File: config.mk
export PLATFORM = sky130hd
export DESIGN_NAME = adc_scan_irq_seq
export DESIGN_NICKNAME = d
export VERILOG_FILES = /design/src/rtl/adc_scan_pkg.sv /design/src/rtl/adc_stop_holdoff.sv /design/src/rtl/adc_start_gate.sv /design/src/rtl/adc_pair_track.sv /design/src/rtl/adc_scan_irq_seq.sv
export SDC_FILE = /design/constraint.sdc
export NUM_CORES = 1
export LEC_CHECK = 0
export BUFFER_PORTS_ARGS = -buffer_cell sky130_fd_sc_hd__buf_4
export CAP_MARGIN = 20
export CORE_MARGIN = 3
export CORE_UTILIZATION = 49
export CTS_CLUSTER_SIZE = 8
export DETAILED_ROUTE_END_ITERATION = 8
export GPL_TIMING_DRIVEN = 0
export PLACE_DENSITY = 0.75
export SYNTH_ARGS = -nofsm -noshare
export SYNTH_HDL_FRONTEND = slang
export SYNTH_HIERARCHICAL = 1
export SYNTH_SLANG_ARGS = --single-unit
File: constraint.sdc
create_clock -name clk -period 2.4 [get_ports clk]
set_input_delay 0 -clock clk [delete_from_list [all_inputs] [get_ports clk]]
set_output_delay 0 -clock clk [all_outputs]
set_load 0.02 [all_outputs]
File: src/rtl/adc_scan_pkg.sv
package adc_scan_pkg;

    typedef enum logic [1:0] {
        MODE_SINGLE = 2'b00,
        MODE_CONT   = 2'b01,
        MODE_GROUP  = 2'b10,
        MODE_RSVD   = 2'b11
    } scan_mode_e;

    typedef struct packed {
        scan_mode_e mode;
        logic       dbl;
    } scan_cfg_t;

    typedef struct packed {
        logic sw;
        logic ext;
        logic link;
        logic grpa;
        logic grpb;
    } trig_set_t;

    typedef struct packed {
        logic start;
        logic start_b;
        logic irq_main;
        logic irq_b;
        logic ev_main;
        logic ev_b;
        logic ev_all;
        logic ev_win;
    } pulse_set_t;

    function automatic logic mode_is_group(input scan_mode_e m);
        return m == MODE_GROUP;
    endfunction

    function automatic logic mode_is_single(input scan_mode_e m);
        return m == MODE_SINGLE;
    endfunction

endpackage

File: src/rtl/adc_stop_holdoff.sv
module adc_stop_holdoff #(
    parameter int CYC_PER_US = 125
) (
    input  logic clk,
    input  logic rst,
    input  logic stop,
    output logic open
);
    localparam int CW = $clog2(CYC_PER_US + 1);
    localparam logic [CW-1:0] LOAD = CW'(CYC_PER_US);

    logic [CW-1:0] remain;

    always_ff @(posedge clk) begin
        if (rst) begin
            remain <= '0;
        end else if (stop) begin
            remain <= LOAD;
        end else if (remain != '0) begin
            remain <= remain - 1'b1;
        end
    end

    assign open = (remain == '0) && !stop;
endmodule

File: src/rtl/adc_start_gate.sv
module adc_start_gate
    import adc_scan_pkg::*;
(
    input  scan_cfg_t cfg,
    input  trig_set_t trg,
    input  logic      open,
    output logic      start,
    output logic      start_b
);
    logic req_a;
    logic req_b;

    always_comb begin
        req_a = 1'b0;
        req_b = 1'b0;
        if (mode_is_group(cfg.mode)) begin
            req_a = trg.grpa | trg.link;
            req_b = trg.grpb;
        end else begin
            req_a = trg.sw | trg.ext | trg.link;
        end
        start   = open & (req_a | req_b);
        start_b = open & !req_a & req_b;
    end
endmodule

File: src/rtl/adc_pair_track.sv
module adc_pair_track (
    input  logic clk,
    input  logic rst,
    input  logic clr,
    input  logic adv,
    output logic fire
);
    logic half;

    always_ff @(posedge clk) begin
        if (rst || clr) begin
            half <= 1'b0;
        end else if (adv) begin
            half <= !half;
        end
    end

    assign fire = adv & half & !clr;
endmodule

File: src/rtl/adc_scan_irq_seq.sv
module adc_scan_irq_seq
    import adc_scan_pkg::*;
#(
    parameter int CYC_PER_US = 125
) (
    input  logic       clk,
    input  logic       rst,
    input  logic [1:0] mode_sel,
    input  logic       dbl_en,
    input  logic       mod_stop,
    input  logic       sw_trig,
    input  logic       ext_trig,
    input  logic       link_trig,
    input  logic       grpa_trig,
    input  logic       grpb_trig,
    input  logic       done_vld,
    input  logic       done_grp,
    input  logic       win_match,
    output logic       scan_start,
    output logic       start_grp_b,
    output logic       irq_scan_end,
    output logic       irq_grpb_end,
    output logic       ev_main,
    output logic       ev_grpb,
    output logic       ev_all,
    output logic       ev_win
);
    scan_cfg_t  cfg;
    scan_cfg_t  cfg_q;
    trig_set_t  trg;
    pulse_set_t nxt;
    pulse_set_t out_q;

    logic gate_open;
    logic go;
    logic go_b;
    logic cfg_chg;
    logic dv;
    logic is_b;
    logic pair_adv;
    logic pair_fire;

    assign cfg.mode = scan_mode_e'(mode_sel);
    assign cfg.dbl  = dbl_en;
    assign trg      = '{sw: sw_trig, ext: ext_trig, link: link_trig,
                        grpa: grpa_trig, grpb: grpb_trig};

    always_ff @(posedge clk) begin
        if (rst) begin
            cfg_q <= '{mode: MODE_SINGLE, dbl: 1'b0};
        end else begin
            cfg_q <= cfg;
        end
    end

    assign cfg_chg = (cfg != cfg_q);

    adc_stop_holdoff #(.CYC_PER_US(CYC_PER_US)) u_hold (
        .clk  (clk),
        .rst  (rst),
        .stop (mod_stop),
        .open (gate_open)
    );

    adc_start_gate u_gate (
        .cfg     (cfg),
        .trg     (trg),
        .open    (gate_open),
        .start   (go),
        .start_b (go_b)
    );

    assign dv       = done_vld & !mod_stop;
    assign is_b     = mode_is_group(cfg.mode) & done_grp;
    assign pair_adv = dv & cfg.dbl & !is_b;

    adc_pair_track u_pair (
        .clk  (clk),
        .rst  (rst),
        .clr  (mod_stop | cfg_chg),
        .adv  (pair_adv),
        .fire (pair_fire)
    );

    always_comb begin
        nxt          = '0;
        nxt.start    = go;
        nxt.start_b  = go_b;
        nxt.irq_main = cfg.dbl ? pair_fire : (dv & !is_b);
        nxt.irq_b    = dv & is_b;
        nxt.ev_main  = dv & !is_b;
        nxt.ev_b     = dv & is_b;
        nxt.ev_all   = dv;
        nxt.ev_win   = win_match & mode_is_single(cfg.mode) & !mod_stop;
    end

    always_ff @(posedge clk) begin
        if (rst) begin
            out_q <= '0;
        end else begin
            out_q <= nxt;
        end
    end

    assign scan_start   = out_q.start;
    assign start_grp_b  = out_q.start_b;
    assign irq_scan_end = out_q.irq_main;
    assign irq_grpb_end = out_q.irq_b;
    assign ev_main      = out_q.ev_main;
    assign ev_grpb      = out_q.ev_b;
    assign ev_all       = out_q.ev_all;
    assign ev_win       = out_q.ev_win;
endmodule

### After elaboration in Yosys (flattened, before gate mapping)

Cells that the tools add are included.

| word-level totals | value |
|---|---|
| logic and storage cells | 50 |
| input port bits | 14 |
| flip-flop bits (word level) | 18 |

| cells by class | value |
|---|---|
| bitwise gates (word level) | 18 |
| multiplexer cells | 5 |
| eq/ne operators | 2 |
| add/subtract/negate cells | 1 |
| reductions and logical operators | 12 |

Operator list:

| operator | count |
|---|---|
| 7-bit two-way mux | 2 |
| 1-bit AND | 13 |
| 7-bit zero test | 1 |
| 7-bit nonzero test | 1 |
| 7-bit by 1-bit subtractor with 7-bit output (second input constant) | 1 |
| 1-bit zero test | 5 |
| 1-bit bitwise OR | 5 |
| 1-bit two-way mux | 3 |
| 3-bit != test | 1 |
| 2-bit equality test (second input constant) | 1 |
| 2-bit zero test | 1 |
| 2-bit nonzero test | 1 |
| 2-bit OR reduction | 1 |
| 1-bit logical AND | 1 |
| 1-bit logical OR | 1 |

### Logic depth before layout (Yosys ltp)

Gate-level depths: netlist of run 1.

| depth | value |
|---|---|
| word-level depth | 7 |
| mapped depth | 8 |
| gate-level depth less buffers | 8 |

### Cells and area by module

Netlist of run 1, hierarchy kept.

By module, submodules not included:

| module | cells an instance | area an instance (um^2) | instances |
|---|---|---|---|
| adc_stop_holdoff | 41 | 361.6 | 1 |
| adc_scan_irq_seq | 31 | 355.3 | 1 |
| adc_start_gate | 7 | 48.8 | 1 |
| adc_pair_track | 5 | 46.3 | 1 |

### Worst setup path before layout of run 1

No wires, ideal clock.

| timing | value |
|---|---|
| kind | reg-to-reg |
| from | register u_hold.remain[0] |
| to | register out_q, in the netlist start_grp_b |
| data required time | 2.335 ns |
| path buffers | 0 |
| period minus slack after synthesis | 1.774 ns |
| setup slack | 0.626 ns |
| data arrival time | 1.709 ns |
| cell stages (with the launch flop) | 9 |
| path through | dfxtp_1 > inv_1 > ha_1 > or4b_4 > or2_4 > nor2_1 > nand2_1 > nor4_1 > nor2b_1 |

| on the way | value |
|---|---|
| longest elaborated chain between the ends | 4 |

RTL lines:

| item | RTL line | source |
|---|---|---|
| start: declaration | adc_stop_holdoff.sv:12 | `logic [CW-1:0] remain;` |
| start signal: assignment | adc_stop_holdoff.sv:20 | `remain <= remain - 1'b1;` |
| 7-bit zero test | adc_stop_holdoff.sv:24 | `assign open = (remain == '0) && !stop;` |
| 1-bit logical AND | adc_stop_holdoff.sv:24 |  |
| named net gate_open | adc_scan_irq_seq.sv:34 | `logic gate_open;` |
| 1-bit AND (2 in series) | adc_start_gate.sv:23 | `start_b = open & !req_a & req_b;` |
| named net go_b | adc_scan_irq_seq.sv:36 | `logic go_b;` |
| end signal: assignment | adc_scan_irq_seq.sv:101 | `out_q <= nxt;` |
| end: declaration | adc_scan_irq_seq.sv:32 | `pulse_set_t out_q;` |

The timed path passes the listed nets, and every way through them passes these cells.
A chain may end at the register's enable or synchronous reset.

### Worst setup path in the final report of run 1

Ends and elaborated chain as after synthesis.

==> results.py, run 1 <==
metrics = {
    "cells_and_area": {
        "drive_gt1_share_pct": 34.19,
        "seqCellArea_sq_um": 360.3,
        "area_delta_synth_final_pct": 36.52,
        "multi_input_area_sq_um": 427.9,
        "diodes": 0,
        "n_fill_cell": 127,
        "fin_cells": 133,
        "fin_nets": 133,
    },
    "critical_path": {
        "required_ns": 2.64,
        "arrival_ns": 2.20,
        "crit_type": "reg2reg",
        "regToRegSetupSlack_ns": 0.44,
        "worst-path-max-fanout": 5,
        "cp-start-kind": "register",
        "endpoint_kind": "register",
    },
    "synth": {
        "yosys_most_used_dff": "dfxtp_1",
        "synth_common_cells": "dfxtp_1, nor2_1, nor2b_1",
        "syn-num-nets": 99,
        "synth_top_family_by_area": "simple AND/OR/NAND/NOR gates",
        "yosys.area_share.simple_pct": 32.36,
        "synth_top_cell_area_share_pct": 44.38,
        "syn-instance-count": 84,
        "avgSynthCellArea_sq_um": 9.667,
        "synthTopCellsByArea": "dfxtp_1, nor2b_1, nor2_1",
        "async_flop_share_pct": 0,
        "synth_fa_ha_area_share_pct": 1.541,
        "yosys.area.top_type": "dfxtp_1",
        "syn-cell-area_sq_um": 812.0,
        "yosysMostFrequentCell": "dfxtp_1",
        "synth.distinct_cells": 35,
        "synth-seq-area-share_pct": 44.38,
        "ys_seq_elements": 18,
        "synth_compound_area_share_pct": 12.94,
        "synth-xor-area-share_pct": 4.314,
        "synth_mux_area_share_pct": 1.233,
        "synth_edf_count": 0,
        "yosys_warnings": 6,
    },
    "die": {
        "ios": 22,
        "rows": 14,
        "die_w_microns": 46.71,
        "core-area_sq_um": 1541,
        "initial_core_util_pct": 52.68,
        "dieArea_sq_um": 2182,
        "die_h_microns": 46.71,
    },
    "timing": {
        "finalHoldViolations": 0,
        "worstMarginPinSlew_ns": 0.2372,
        "fin_tns_setup_ns": 0,
        "fmax_mhz": 511.3,
        "skew_ns": 0.01348,
        "fin_crit_sh_pct": 81.49,
        "relSlewSlack_pct": 84.05,
        "rsz0062_at_grt": "no",
        "slew_viol_final": 0,
        "fin_crit_ns": 1.956,
        "setup_viol": 0,
    },
    "clock_tree": {
        "clkSlewWorstSetupHoldPaths_ns": 0.10,
        "clock_path_buffers": 2,
        "cts.sinks": 18,
        "cts_tree": "done",
        "htreeDepth": 1,
        "root_buffer": "clkbuf_4",
        "cts_buffers": 3,
        "worstSkewPairLatency_ns": 0.29,
        "post_cts_buffers": 0,
    },
    "route": {
        "routedWlPerCell_microns": 12.07,
        "drcViolationCount": 0,
        "viasPerCell": 5.278,
        "antenna_left": 0,
        "vias": 702,
        "wl_mm": 1.605,
        "drtPass1Iterations": 4,
        "drt_iter0_markers": 17,
    },
    "power_and_ir_drop": {
        "p_per_area_nw_per_um2": 560.6,
        "switching_share_pct": 24.42,
        "p_clk_share_pct": 29.2,
        "leakage_nw": 0.4823,
        "p_comb_share_pct": 18.1,
        "vdd_ir_drop_max_mv": 0.3446,
        "seqPwrFrac_pct": 52.7,
        "p_sw_mw": 0.1518,
        "finalPower_mw": 0.6214,
        "intPower_mw": 0.4697,
    },
    "global_routing": {
        "grt_max_degree": 17,
        "grt_remaining_overflow": 0,
        "antenna_found_initial": 0,
        "track_usage_pct": 16.78,
        "grt_first_pass_wirelength_mm": 2.490,
        "first_global_vias": 608,
    },
    "worst_hold_path": {
        "worstHoldPathType": "in2reg",
    },
    "place": {
        "detailed_place_hpwl_mm": 1.134,
        "io_buffer_count": 21,
        "dp_cells": 121,
        "gp_congestion": 0.7904,
    },
    "job": {
        "maxCapViolations": 0,
    },
    "outcome": {
        "status": "finished clean",
    },
}
layout by cell type, fill, tap and decap left out, types with 2 or more instances in the layout:
master,n
a21oi_1,4
a31oi_1,3
buf_4,22
clkbuf_4,3
dfxtp_1,18
dlygate4sd3_1,8
inv_1,5
nand2_1,4
nand2b_1,2
nor2_1,8
nor2b_1,6
nor4_1,3
or2_2,2
or3b_2,2
or4_1,2
xor2_1,3
cell type report:
class,instances,share of cell area [%]
inverters,5,1.693
clock buffers,4,3.273
well taps,16,1.806
multi-input cells,60,38.60
repair buffers,29,21.44
flip-flops and latches,18,32.51
plain buffers,1,0.6772
power by group through the flow:
stage	Sequential, mW	Combinational (mW)	Clock, mW
after floorplan	0.335	0.0588	0
after detailed placement	0.334	0.102	0
final	0.328	0.113	0.181
after global placement	0.334	0.0991	0
after global routing	0.330	0.123	0.209
after CTS	0.328	0.113	0.187
repair_timing:
item                                    CTS  global route
endpoints found under the hold margin     9             0
endpoints found under the setup margin    0             1
gates resized for setup                   0             1
hold buffers                              9             0
critical path, cell delays in order, from the launching register on:
cell and delay, ns:
dfxtp_1 0.34, inv_1 0.08, ha_2 0.20, or4b_4 0.50, or2_4 0.26, nor2_1 0.14
nand2_1 0.07, nor4_1 0.16, nor2b_1 0.15
sequential cells by signal, indices dropped and copies added, names as in the netlist:
| name | flops |
|---|---|
| u_pair/half | 1 |
| irq_grpb_end | 1 |
| ev_main | 1 |
| u_hold/remain | 7 |
| cfg_q | 3 |
| start_grp_b | 1 |
| scan_start | 1 |
| irq_scan_end | 1 |
| ev_win | 1 |
| ev_all | 1 |
kinds of logic after synthesis:
group,Yosys count
and+or+nand+nor,40
adders and majority gates,1
DFF,18
xor gates and xnor gates,4
buffers and inverters,6
muxes,1
AOI/OAI and AO/OA,14
layer usage:
layer	vias up	part of all wire, %	wire length (microns)	track usage, %
li1	365	-	-	-
met1	306	42	677	17.76
met2	27	48	764	27.47
met3	4	9.0	145	10.16
met4	0	1.2	19	6.077
met5	-	0	0	0
per-stage QoR:
stage	worst slack, ns	utilization (%)	hold slack, ns	cell area (sq um)
6_report	0.4443	71.92	0.02589	1109
5_1_grt	0.3182	71.92	0.01401	1109
4_1_cts	0.03932	72.40	0.02476	1116
3_5_place_dp	0.4532	64.20	0.2197	989.7
3_3_place_gp	0.4404	64.20	0.2159	989.7
2_1_floorplan	0.6263	-	0.06886	812.0
final timing paths:
check,depth (start not counted),start,to
worst max-delay path,8,u_hold/remain[0]$_SDFFE_PP0N_,start_grp_b$_SDFF_PP0_
worst min register to register,2,u_hold/remain[6]$_SDFFE_PP0N_,u_hold/remain[6]$_SDFFE_PP0N_
worst min-delay path,3,done_grp,irq_grpb_end$_SDFF_PP0_
worst max register to register,8,u_hold/remain[0]$_SDFFE_PP0N_,start_grp_b$_SDFF_PP0_
No activity file was read; power rests on OpenSTA's default activity.
==> inputs of run 2 (changes only) <==
- clock period: 2.4 -> 2 ns (I/O delays scaled with it)
==> run 2 against run 1 <==
Net effect: register-to-register slack worse by 0.41 ns; sequential share of layout area decreased by 1.4 points; via count up 4.6%; global-route usage decreased by 0.079 points; fmax decreased by 0.59%; wire length rose by 11%; die area did not move.
==> results.py, run 2 (synthesis gave the netlist of run 1 again) <==
metrics = {
    "cells_and_area": {
        "drive_gt1_share_pct": 40.98,
        "mostFrequentLayoutCells": "buf_4, dfxtp_1, dlygate4sd3_1",
        "final_common_cell": "buf_4",
        "multi_input_area_sq_um": 445.4,
        "diodes": 0,
        "design_area_sq_um": 1166,
        "final_core_util_pct": 75.65,
        "fin_nets": 138,
        "fin_cells": 138,
        "reg.largest.list": "u_hold/remain: 7 flops, cfg_q: 3 flops",
        "area_delta_synth_final_pct": 43.61,
        "n_fill_cell": 120,
        "largest_register_ffs": 7,
        "seqCellArea_sq_um": 362.8,
        "largest_register": "u_hold/remain",
    },
    "critical_path": {
        "arrival_ns": 2.21,
        "worst-path-max-fanout": 5,
        "required_ns": 2.24,
        "cp_slowest_cell": "or4b_4",
        "endpoint_kind": "register",
        "cp-start-kind": "register",
        "crit_type": "reg2reg",
        "crit_path_max_incr_delay_ns": 0.50,
        "path_cells": "inv_2 -> ha_4 -> or4b_4 -> or2_4 -> nor2_4 -> nand2_1 -> nor4_1 -> nor2b_1",
    },
    "timing": {
        "fin_crit_ns": 1.967,
        "worstMarginPinSlew_ns": 0.2674,
        "fin_crit_sh_pct": 98.36,
        "finalHoldViolations": 0,
        "skew_ns": 0.01328,
        "rsz0062_at_grt": "yes",
        "slew_viol_final": 0,
        "setup_viol": 0,
        "relSlewSlack_pct": 82.01,
        "fmax_mhz": 508.3,
    },
    "route": {
        "drt_iter0_markers": 24,
        "vias": 734,
        "wl_mm": 1.789,
        "routedWlPerCell_microns": 12.96,
        "viasPerCell": 5.319,
        "antenna_left": 0,
        "drcViolationCount": 0,
        "drtPass1Iterations": 5,
    },
    "place": {
        "detailed_place_hpwl_mm": 1.134,
        "gp_congestion": 0.7904,
        "dp_cells": 121,
        "io_buffer_count": 21,
        "placed_cell_area_sq_um": 989.7,
    },
    "power_and_ir_drop": {
        "vdd_ir_drop_max_mv": 0.4185,
        "leakage_nw": 0.5072,
        "p_per_area_nw_per_um2": 660.0,
        "finalPower_mw": 0.7696,
    },
    "die": {
        "die_w_microns": 46.71,
        "rows": 14,
        "die_h_microns": 46.71,
        "core-area_sq_um": 1541,
        "dieArea_sq_um": 2182,
        "ios": 22,
        "initial_core_util_pct": 52.68,
    },
    "clock_tree": {
        "root_buffer": "clkbuf_4",
        "worstSkewPairLatency_ns": 0.29,
        "cts_buffers": 3,
        "cts.sinks": 18,
        "clkSlewWorstSetupHoldPaths_ns": 0.11,
        "htreeDepth": 1,
        "clock_path_buffers": 2,
        "cts_tree": "done",
    },
    "global_routing": {
        "antenna_found_initial": 0,
        "first_global_vias": 603,
        "grt_first_pass_wirelength_mm": 2.470,
        "track_usage_pct": 16.71,
        "grt_remaining_overflow": 0,
        "grt_max_degree": 17,
    },
    "job": {
        "maxCapViolations": 0,
    },
    "worst_hold_path": {
        "worstHoldPathType": "in2reg",
    },
    "outcome": {
        "status": "finished clean",
    },
}
-- run 2: final cells by class --
class | count | area share (%)
Buffer | 1 | 0.6438
Clock buffer | 4 | 3.112
Inverter | 5 | 1.609
Multi-Input combinational cell | 60 | 38.20
Sequential cell | 18 | 31.12
Tap cell | 16 | 1.717
Timing Repair Buffer | 34 | 23.61
-- run 2: repair_timing --
action,CTS,global route
gates resized for setup,0,8
buffers inserted,0,5
hold buffers,8,0
hold endpoints to repair,9,0
endpoints found under the setup margin,0,1
-- run 2: path summary, 6_finish.rpt --
kind	cells after the start	end	from	slack, ns
setup / recovery	8	start_grp_b$_SDFF_PP0_	u_hold/remain[0]$_SDFFE_PP0N_	0.03
hold reg to reg	2	u_hold/remain[6]$_SDFFE_PP0N_	u_hold/remain[6]$_SDFFE_PP0N_	0.53
hold / removal	3	irq_grpb_end$_SDFF_PP0_	done_grp	0.03
setup reg to reg	8	start_grp_b$_SDFF_PP0_	u_hold/remain[0]$_SDFFE_PP0N_	0.03
-- run 2: critical path: cells and delay by family, from the launching register on --
family / cells / cell delay (ns)
buf+inv: 1 / 0.07
simple gates: 6 / 1.36
flops: 1 / 0.35
fa+ha+maj: 1 / 0.13
-- run 2: report_power, final --
| group | switching [mW] | total, mW | internal [mW] |
|---|---|---|---|
| sequential | 0.0163 | 0.395 | 0.378 |
| clock | 0.108 | 0.219 | 0.111 |
| combinational | 0.0678 | 0.156 | 0.0881 |
| total | 0.192 | 0.770 | 0.577 |
-- run 2: through the flow --
stage / setup slack, ns / setup TNS, ns / hold WS, ns
2_1_floorplan: 0.2263 / 0 / 0.06886
3_3_place_gp: 0.04040 / 0 / 0.2159
3_5_place_dp: 0.05323 / 0 / 0.2197
4_1_cts: 0.01956 / 0 / 0.02476
5_1_grt: -0.04559 / -0.04559 / 0.01401
6_report: 0.03277 / 0 / 0.02505
-- run 2: layer usage --
| metal | wire length (microns) | global-route usage (%) | part of all wire (%) |
|---|---|---|---|
| met5 | 0 | 0 | 0 |
| met4 | 40 | 6.077 | 2.2 |
| met3 | 144 | 10.16 | 8.0 |
| met2 | 892 | 27.47 | 50 |
| met1 | 711 | 17.52 | 40 |
==> inputs of run 3 (changes only) <==
- BUFFER_PORTS_ARGS: -buffer_cell sky130_fd_sc_hd__buf_4 -> not set
- CORE_UTILIZATION: 49 -> 55
- DONT_BUFFER_PORTS: not set -> 1
- PLACE_DENSITY: 0.75 -> 0.7
==> run 3 against run 2 <==
Net effect: sequential power rose by 1%; largest cell class unchanged; wire length fell by 11%; core utilization fell by 0.67 points; critical endpoint unchanged; sequential share of layout area rose by 5.0 points; critical path type unchanged.
==> results.py, run 3 (synthesis gave the netlist of run 1 again) <==
metrics = {
    "timing": {
        "relSlewSlack_pct": 58.15,
        "skew_ns": 0.007083,
        "rsz0062_at_grt": "yes",
        "finalHoldViolations": 0,
        "fin_crit_ns": 1.986,
        "fmax_mhz": 503.6,
        "fin_tns_setup_ns": 0,
        "slew_viol_final": 0,
        "setup_viol": 0,
        "worstMarginPinSlew_ns": 0.6257,
        "fin_crit_sh_pct": 99.29,
    },
    "worst_hold_path": {
        "worstHoldPathType": "in2reg",
        "worstHoldPathCells": 2,
        "worstHoldStart": "done_vld",
        "worst_hold_path.endpoint": "ev_all$_SDFF_PP0_",
    },
    "critical_path": {
        "required_ns": 2.23,
        "arrival_ns": 2.22,
        "cp_slowest_cell": "or4b_4",
        "reg2reg_depth": 8,
        "cp-start-kind": "register",
        "worst-path-max-fanout": 5,
        "regToRegSetupSlack_ns": 0.01,
        "worstReg2RegEnd": "start_grp_b$_SDFF_PP0_",
        "path_cells": "inv_4 -> ha_4 -> or4b_4 -> or2_4 -> nor2_4 -> nand2_1 -> nor4_1 -> nor2b_2",
        "crit_type": "reg2reg",
        "crit_path_max_incr_delay_ns": 0.49,
        "worstReg2RegStart": "u_hold/remain[1]$_SDFFE_PP0P_",
        "crit_start": "u_hold/remain[1]$_SDFFE_PP0P_",
        "endpoint_kind": "register",
        "path_delay_family": "simple AND/OR/NAND/NOR gates",
        "path_buf_inv": 1,
    },
    "power_and_ir_drop": {
        "p_comb_share_pct": 16.4,
        "finalPower_mw": 0.7377,
        "vdd_ir_drop_max_mv": 0.4366,
        "intPower_mw": 0.5553,
        "p_clk_share_pct": 29.4,
        "leakage_nw": 0.3947,
        "seqPwrFrac_pct": 54.2,
        "p_per_area_nw_per_um2": 728.8,
        "p_sw_mw": 0.1824,
        "switching_share_pct": 24.72,
    },
    "clock_tree": {
        "cts_buffers": 3,
        "clkSlewWorstSetupHoldPaths_ns": 0.10,
        "worstSkewPairLatency_ns": 0.28,
        "root_buffer": "clkbuf_4",
        "cts_tree": "done",
        "clock_path_buffers": 2,
        "cts.sinks": 18,
        "htreeDepth": 1,
    },
    "die": {
        "ios": 22,
        "dieArea_sq_um": 1974,
        "die_w_microns": 44.43,
        "core-area_sq_um": 1350,
        "rows": 13,
        "die_h_microns": 44.43,
        "initial_core_util_pct": 60.15,
    },
    "global_routing": {
        "grt_max_degree": 17,
        "first_global_vias": 616,
        "antenna_found_initial": 0,
        "grt_first_pass_wirelength_mm": 2.649,
        "grt_remaining_overflow": 0,
        "track_usage_pct": 18.40,
    },
    "route": {
        "vias": 678,
        "viasPerCell": 5.896,
        "wl_mm": 1.599,
        "drtPass1Iterations": 4,
        "antenna_left": 0,
        "routedWlPerCell_microns": 13.90,
        "drcViolationCount": 0,
        "drt_iter0_markers": 17,
    },
    "cells_and_area": {
        "diodes": 0,
        "reg.largest.list": "u_hold/remain: 7 flops, cfg_q: 3 flops",
        "largest_register": "u_hold/remain",
        "mostFrequentLayoutCells": "dfxtp_1, dlygate4sd3_1, nor2_1",
        "fin_nets": 116,
        "largest_register_ffs": 7,
        "area_delta_synth_final_pct": 24.65,
        "drive_gt1_share_pct": 27.00,
        "fin_cells": 115,
        "final_core_util_pct": 74.98,
        "final_common_cell": "dfxtp_1",
    },
    "job": {
        "maxCapViolations": 0,
    },
    "place": {
        "detailed_place_hpwl_microns": 976,
        "dp_cells": 99,
        "gp_congestion": 0.7010,
        "io_buffer_count": 0,
    },
    "outcome": {
        "status": "finished clean",
    },
}
-- run 3: worst max path at each step --
stage / slack (ns) / depth (start not counted) / to
final: 0.01 / 8 / start_grp_b$_SDFF_PP0_
after global routing: -0.07 / 8 / start_grp_b$_SDFF_PP0_
after CTS: 0.002 / 8 / start_grp_b$_SDFF_PP0_
after detailed placement: 0.02 / 8 / start_grp_b$_SDFF_PP0_
after global placement: 0.09 / 8 / start_grp_b$_SDFF_PP0_
after floorplan: 0.23 / 8 / start_grp_b$_SDFF_PP0_
-- run 3: layout make-up --
class	instances	area (sq um)
multi-input cells	60	447.9
flip-flops and latches	18	365.4
fillers	92	337.8
repair buffers	12	115.1
clock buffers	4	36.28
inverters	5	21.27
well taps	15	18.77
plain buffers	1	7.507
-- run 3: per-stage QoR --
step	hold slack (ns)	area (sq um)	setup slack [ns]
5_1_grt	0.004017	1012	-0.06665
6_report	0.02270	1012	0.01429
4_1_cts	0.005000	969.7	0.001724
2_1_floorplan	0.06886	812.0	0.2263
3_5_place_dp	0.07284	830.8	0.02089
3_3_place_gp	0.07195	830.8	0.09325
-- run 3: repair_timing --
action / in CTS / in global routing
hold endpoints to repair: 18 / 0
gates resized for setup: 1 / 10
endpoints found under the setup margin: 1 / 1
hold buffers: 10 / 0
pin swaps: 0 / 3
setup buffers: 0 / 2
-- run 3: power by group through the flow --
stage,clock (mW),sequential [mW],combinational [mW]
floorplan,0,0.402,0.0705
global placement,0,0.405,0.0779
detailed placement,0,0.406,0.0797
CTS,0.226,0.398,0.108
global route,0.244,0.403,0.134
finish,0.217,0.400,0.121
-- run 3: layer usage --
| metal | vias to the layer above | GRT usage, % | wire length, microns |
|---|---|---|---|
| li1 | 331 | - | - |
| met1 | 326 | 25.81 | 748 |
| met2 | 19 | 26.74 | 759 |
| met3 | 2 | 3.659 | 77 |
| met4 | 0 | 9.036 | 13 |
| met5 | - | 0 | 0 |
